==> src/rtl/bus_err_term_pkg.sv <==
package bus_err_term_pkg;

  // strobes from control to datapath
  typedef struct packed {
    logic capture;  // latch cycle attributes
    logic cntClr;   // restart the shared timer
    logic cntInc;   // advance the shared timer
  } dpStrobe_t;

  typedef enum logic [2:0] {
    ST_IDLE,
    ST_MEMWAIT,
    ST_FRAMEWAIT,
    ST_DEVWAIT,
    ST_RESPWAIT,
    ST_ACK
  } termState_t;

endpackage

==> src/rtl/bus_err_term_dp.sv <==
module bus_err_term_dp
  import bus_err_term_pkg::*;
#(
  parameter int SIZE_W    = 4,
  parameter int ADDR_LO_W = 3,
  parameter int WIN_CLKS  = 7,
  parameter int TO_CLKS   = 1980
) (
  input  logic                 clk,
  input  logic                 rstN,
  input  dpStrobe_t            strobe,
  input  logic [SIZE_W-1:0]    xferSize,
  input  logic [ADDR_LO_W-1:0] addrLow,
  input  logic                 isBurst,
  input  logic                 tgtPci,
  input  logic                 isPio,
  input  logic                 isCfg,
  input  logic                 isRead,
  output logic                 typeErr,
  output logic                 pioNow,
  output logic                 latCfg,
  output logic                 latRead,
  output logic                 winExpired,
  output logic                 toExpired
);

  localparam int SPAN    = 1 << ADDR_LO_W;
  localparam int HALF    = SPAN / 2;
  localparam int SUM_W   = ((SIZE_W > ADDR_LO_W) ? SIZE_W : ADDR_LO_W) + 1;
  localparam int CNT_MAX = (WIN_CLKS > TO_CLKS) ? WIN_CLKS : TO_CLKS;
  localparam int CNT_W   = $clog2(CNT_MAX + 1);

  logic [SUM_W-1:0] endByte;
  logic             sizeBad;
  logic             pciBad;
  logic [CNT_W-1:0] cnt;

  // a single transfer may not run past the end of the doubleword
  always_comb begin
    endByte = SUM_W'(xferSize) + SUM_W'(addrLow);
    sizeBad = (xferSize == '0)
            || ((xferSize > SIZE_W'(HALF)) && (xferSize != SIZE_W'(SPAN)))
            || (endByte > SUM_W'(SPAN));
    pciBad  = tgtPci && (isBurst || (xferSize > SIZE_W'(HALF)));
    typeErr = isPio || (!isBurst && sizeBad) || pciBad;
    pioNow  = isPio;
  end

  always_ff @(posedge clk or negedge rstN) begin
    if (!rstN) begin
      latCfg  <= 1'b0;
      latRead <= 1'b0;
    end else if (strobe.capture) begin
      latCfg  <= isCfg;
      latRead <= isRead;
    end
  end

  // one counter serves the DEVSEL window and the response timeout
  always_ff @(posedge clk or negedge rstN) begin
    if (!rstN)              cnt <= '0;
    else if (strobe.cntClr) cnt <= '0;
    else if (strobe.cntInc) cnt <= cnt + 1'b1;
  end

  assign winExpired = (cnt == CNT_W'(WIN_CLKS - 1));
  assign toExpired  = (cnt == CNT_W'(TO_CLKS - 1));

endmodule

==> src/rtl/bus_err_term_ctrl.sv <==
module bus_err_term_ctrl
  import bus_err_term_pkg::*;
(
  input  logic      clk,
  input  logic      rstN,
  input  logic      cycStart,
  input  logic      tgtPci,
  input  logic      isRead,
  input  logic      outOfRange,
  input  logic      memDone,
  input  logic      memParErr,
  input  logic      pciFrame,
  input  logic      pciDevsel,
  input  logic      pciAbort,
  input  logic      pciDone,
  input  logic      maskErr,
  input  logic      typeErr,
  input  logic      pioNow,
  input  logic      latCfg,
  input  logic      latRead,
  input  logic      winExpired,
  input  logic      toExpired,
  output dpStrobe_t strobe,
  output logic      errAck,
  output logic      normAck,
  output logic      ttErr,
  output logic      fillOnes,
  output logic      dropWrite
);

  termState_t st, nxt;
  logic doTerm, tErr, tTt, tOnes, tDrop, tPio, useErr;

  always_comb begin
    nxt    = st;
    strobe = '0;
    doTerm = 1'b0;
    tErr   = 1'b0;
    tTt    = 1'b0;
    tOnes  = 1'b0;
    tDrop  = 1'b0;
    tPio   = 1'b0;
    case (st)
      ST_IDLE: if (cycStart) begin
        strobe.capture = 1'b1;
        strobe.cntClr  = 1'b1;
        if (typeErr) begin
          doTerm = 1'b1; tErr = 1'b1; tTt = 1'b1; tPio = pioNow;
        end else if (tgtPci) begin
          nxt = ST_FRAMEWAIT;
        end else if (outOfRange) begin
          doTerm = 1'b1; tOnes = isRead; tDrop = !isRead;
        end else begin
          nxt = ST_MEMWAIT;
        end
      end
      ST_MEMWAIT: if (memDone) begin
        doTerm = 1'b1; tErr = memParErr;
      end
      ST_FRAMEWAIT: if (pciFrame) begin
        nxt = ST_DEVWAIT; strobe.cntClr = 1'b1;
      end
      ST_DEVWAIT: begin
        if (pciDevsel) begin
          nxt = ST_RESPWAIT; strobe.cntClr = 1'b1;
        end else if (winExpired) begin
          doTerm = 1'b1;
          if (latCfg) tOnes = latRead;
          else begin tErr = 1'b1; tTt = 1'b1; end
        end else begin
          strobe.cntInc = 1'b1;
        end
      end
      ST_RESPWAIT: begin
        if (pciAbort || (!pciDone && toExpired)) begin
          doTerm = 1'b1; tErr = 1'b1; tTt = 1'b1;
        end else if (pciDone) begin
          doTerm = 1'b1;
        end else begin
          strobe.cntInc = 1'b1;
        end
      end
      ST_ACK:  nxt = ST_IDLE;
      default: nxt = ST_IDLE;
    endcase
    if (doTerm) nxt = ST_ACK;
    useErr = tErr && (!maskErr || tPio);
  end

  always_ff @(posedge clk or negedge rstN) begin
    if (!rstN) begin
      st        <= ST_IDLE;
      errAck    <= 1'b0;
      normAck   <= 1'b0;
      ttErr     <= 1'b0;
      fillOnes  <= 1'b0;
      dropWrite <= 1'b0;
    end else begin
      st        <= nxt;
      errAck    <= doTerm && useErr;
      normAck   <= doTerm && !useErr;
      ttErr     <= doTerm && tTt;
      fillOnes  <= doTerm && tOnes;
      dropWrite <= doTerm && tDrop;
    end
  end

endmodule

==> src/rtl/bus_err_term.sv <==
module bus_err_term
  import bus_err_term_pkg::*;
#(
  parameter int SIZE_W    = 4,
  parameter int ADDR_LO_W = 3,
  parameter int WIN_CLKS  = 7,
  parameter int TO_CLKS   = 1980
) (
  input  logic                 clk,
  input  logic                 rstN,
  input  logic                 cycStart,
  input  logic [SIZE_W-1:0]    xferSize,
  input  logic [ADDR_LO_W-1:0] addrLow,
  input  logic                 isBurst,
  input  logic                 tgtPci,
  input  logic                 isPio,
  input  logic                 isCfg,
  input  logic                 isRead,
  input  logic                 outOfRange,
  input  logic                 memDone,
  input  logic                 memParErr,
  input  logic                 pciFrame,
  input  logic                 pciDevsel,
  input  logic                 pciAbort,
  input  logic                 pciDone,
  input  logic                 maskErr,
  output logic                 errAck,
  output logic                 normAck,
  output logic                 ttErr,
  output logic                 fillOnes,
  output logic                 dropWrite
);

  dpStrobe_t strobe;
  logic typeErr, pioNow, latCfg, latRead, winExpired, toExpired;

  bus_err_term_dp #(
    .SIZE_W(SIZE_W), .ADDR_LO_W(ADDR_LO_W),
    .WIN_CLKS(WIN_CLKS), .TO_CLKS(TO_CLKS)
  ) u_dp (
    .clk(clk), .rstN(rstN), .strobe(strobe),
    .xferSize(xferSize), .addrLow(addrLow), .isBurst(isBurst),
    .tgtPci(tgtPci), .isPio(isPio), .isCfg(isCfg), .isRead(isRead),
    .typeErr(typeErr), .pioNow(pioNow), .latCfg(latCfg), .latRead(latRead),
    .winExpired(winExpired), .toExpired(toExpired)
  );

  bus_err_term_ctrl u_ctrl (
    .clk(clk), .rstN(rstN), .cycStart(cycStart), .tgtPci(tgtPci),
    .isRead(isRead), .outOfRange(outOfRange), .memDone(memDone),
    .memParErr(memParErr), .pciFrame(pciFrame), .pciDevsel(pciDevsel),
    .pciAbort(pciAbort), .pciDone(pciDone), .maskErr(maskErr),
    .typeErr(typeErr), .pioNow(pioNow), .latCfg(latCfg), .latRead(latRead),
    .winExpired(winExpired), .toExpired(toExpired), .strobe(strobe),
    .errAck(errAck), .normAck(normAck), .ttErr(ttErr),
    .fillOnes(fillOnes), .dropWrite(dropWrite)
  );

endmodule

==> config.mk <==
export PLATFORM = sky130hd
export DESIGN_NAME = bus_err_term
export DESIGN_NICKNAME = d
export VERILOG_FILES = /design/src/rtl/bus_err_term_pkg.sv /design/src/rtl/bus_err_term_dp.sv /design/src/rtl/bus_err_term_ctrl.sv /design/src/rtl/bus_err_term.sv
export SDC_FILE = /design/constraint.sdc
export NUM_CORES = 1
export LEC_CHECK = 0
export BUFFER_PORTS_ARGS = -buffer_cell sky130_fd_sc_hd__buf_2
export CORE_UTILIZATION = 54
export DETAILED_ROUTE_END_ITERATION = 8
export GPL_TIMING_DRIVEN = 0
export PLACE_DENSITY = 0.78
export SLEW_MARGIN = 40
export SYNTH_ARGS = -nofsm -noshare
export SYNTH_HDL_FRONTEND = slang
export SYNTH_SLANG_ARGS = --single-unit
==> constraint.sdc <==
create_clock -name clk -period 2.3 [get_ports clk]
set_clock_uncertainty 0.1 [all_clocks]
set_input_delay 0.46 -clock clk [delete_from_list [all_inputs] [get_ports clk]]
set_output_delay 0.46 -clock clk [all_outputs]
set_load 0.01 [all_outputs]
==> impl_metrics.py <==
metrics = {
    "timing": {
        "setup_viol": 0,
        "finalCriticalPeriod_ps": 2240,
        "tightest_slew_ps": 474,
        "max_freq_ghz": 0.447,
        "fin_ws_ps": 62.1,
        "rsz0062_at_grt": "true",
        "hold_viol": 0,
        "slew_viol_final": 0,
        "setup_tns_ps": 0,
        "maxSlewHeadroom_pct": 68.4,
        "post-route-period-util_pct": 97.3,
    },
    "global_routing": {
        "grt_max_degree": 22,
        "antenna_found_initial": 0,
        "grt_pass1_wl_mm": 5.38,
        "track_usage_pct": 26.0,
        "overflow": 0,
        "grt_pass1_vias": 1263,
    },
    "cts": {
        "clk_pin_slew_ps": 110,
        "htree_levels": 1,
        "cts_tree": "built",
        "clkSinkCount": 21,
        "insertion_delay_ps": 320,
        "cts_root_buffer": "clkbuf_4",
        "clk_path_buf_depth": 2,
        "cts_buffers": 3,
    },
    "flow_run": {
        "maxCapViolations": 0,
    },
    "synth": {
        "ys_seq_area_share_pct": 36.6,
        "synth_edf_count": 0,
        "ys.flop_type": "dfrtp_1",
        "ys_top_cells_by_area": "dfrtp_1, nor2_1, a21oi_1",
        "syn_area_sq_mm": 0.00144,
        "ys_ff_latch": 21,
        "syn_nets": 190,
        "yosys.area.top_type": "dfrtp_1",
        "ys_async_sr_fraction_pct": 100,
        "netlist-cell-type-count": 52,
        "synth_top_area_share_pct": 36.6,
        "synth_area_per_cell_sq_um": 8.91,
        "netlist_instances": 161,
        "ys.warnings.count": 0,
    },
    "place": {
        "io_buffers": 27,
        "dpl_worst_slack_ps": -346,
        "place.gp.congestion": 0.795,
        "dp_hpwl_mm": 2.44,
        "dp.cells": 218,
    },
    "power": {
        "power.density_mw_per_mm2": 701,
        "ir_drop_mv": 0.487,
        "leakage_nw": 0.771,
    },
    "setup_path": {
        "cp-end-kind": "flip-flop",
        "crit_fanout": 4,
        "start_kind": "input pin",
        "arrival_ps": 2350,
        "cp.required_ps": 2410,
        "path_class": "in -> reg",
    },
    "cells_and_area": {
        "diodes": 0,
        "areaGrowthSynthToFinish_pct": 18.8,
        "layout.nets": 225,
        "utilization_pct": 68.2,
        "stdcell_count": 225,
        "fillers": 219,
        "drive_above_1_share_pct": 26.2,
    },
    "floorplanning": {
        "floorplan.initialDensity_pct": 57.4,
        "ios": 28,
        "die_width_um": 53.6,
        "row_count": 18,
        "die-area_sq_mm": 0.00287,
        "core_sq_mm": 0.00250,
        "die_h_um": 53.6,
    },
    "routing": {
        "drt_pre_antenna_iters": 4,
        "vias": 1331,
        "vias_per_cell": 5.92,
        "drtIter0Drc": 24,
        "drc": 0,
        "totalWireLength_mm": 3.15,
        "ant_nets": 0,
        "wl_per_cell_um": 14.0,
    },
    "worst_hold_path": {
        "worstHoldPathType": "in -> reg",
    },
    "run_status": {
        "status": "finished, final reports clean",
    },
}
metrics by stage:
stage | area, sq um | hold slack [ps] | power, W
2_1_floorplan | 1460 | 64.4 | 0.000845
5_1_grt | 1710 | 196 | 0.00129
6_report | 1710 | 200 | 0.00120
4_1_cts | 1680 | 201 | 0.00119
3_3_place_gp | 1640 | 330 | 0.000962
3_5_place_dp | 1640 | 340 | 0.000989
registers in the layout, indices dropped and copies added, names as in the netlist:
name              flops
u_dp.cnt             11
u_ctrl.st             3
u_ctrl.dropWrite      1
u_ctrl.errAck         1
u_ctrl.fillOnes       1
u_ctrl.normAck        1
u_ctrl.ttErr          1
u_dp.latCfg           1
u_dp.latRead          1
worst max-delay path, stage by stage:
cell and delay, ps:
buf_8 80, ha_4 130, inv_2 30, fa_1 500
nand4bb_1 110, o211ai_1 130, a211oi_2 100, o311ai_2 280
o2111ai_2 220, a311o_1 310
logic make-up (layout without fill, tap and decap cells):
group                      Yosys count  count (layout)  synth area share (%)
and+or+nand+nor                     77              77                  30.3
DFF                                 21              21                  36.6
adders and majority gates            6               6                  5.75
xor gates and xnor gates             7               7                  4.27
buffers and inverters               12              46                  3.92
AOI/OAI and AO/OA                   37              37                  18.3
muxes                                1               1                 0.785
final timing paths:
check                              from          endpoint  slack [ps]  cells after the start
max in group asynchronous          rstN      u_ctrl.st[1]        1260                      2
hold / removal                   isRead  u_ctrl.dropWrite         200                      2
hold reg to reg            u_dp.latRead      u_dp.latRead         420                      2
setup / recovery            xferSize[0]      u_ctrl.st[2]          60                     10
setup reg to reg            u_dp.cnt[1]       u_dp.cnt[9]         190                      8
min in group asynchronous          rstN       u_dp.cnt[2]         520                      2
cell usage after synthesis, drive strengths merged, types with 3 or more instances:
library cell,count
nor3,8
o31ai,3
dfrtp,21
or3,4
inv,8
and2,3
ha,5
nand2,12
nand3,7
o21ai,6
and3,3
xnor2,6
a21oi,13
and2b,3
nor2,20
what timing repair did:
action | CTS | global route
pin swaps | 1 | 3
setup buffers | 1 | 1
resized for setup | 1 | 5
endpoints found under the hold margin | 19 | 0
hold buffers | 1 | 0
setup endpoints to repair | 1 | 3
per-layer routing:
layer	vias up	part of all wire, %	wire length (um)	track usage, %
met5	-	0	0	0
met2	37	49	1560	46.5
met3	5	4.2	131	3.39
met1	630	45	1410	32.2
met4	0	1.6	51	8.33
li1	659	-	-	-
where the power goes:
group	internal [W]	switching, W	total, W
registers	0.000444	0.0000569	0.000501
logic	0.000231	0.000278	0.000509
clock network	0.0000679	0.000118	0.000185
total	0.000743	0.000452	0.00120
placed cells by master (no fill, tap or decap), types with 2 or more instances in the layout:
cell and instances:
inv_1 6, nor2_1 20, ha_1 4, clkbuf_1 3, nor3_1 8, nand3b_1 2
or3_1 3, buf_6 2, o21a_1 2, xnor2_1 6, and2_1 3, and3_1 3
o31ai_1 2, clkbuf_4 3, buf_2 24, dfrtp_1 21, and2b_1 2, nand2_1 12
nand3_1 7, o21ai_0 6, buf_4 4, nor2b_1 2, a21oi_1 12, inv_2 2
final cells by class:
class	count	area [sq um]	share of cell area, %
Multi-Input combinational cell	128	881	51.7
Sequential cell	21	526	30.8
Timing Repair Buffer	30	179	10.5
Tap cell	30	37.5	2.20
Inverter	8	30.0	1.76
Clock buffer	4	26.3	1.54
Buffer	4	26.3	1.54
Note: power is estimated with default switching activity, not from simulation.
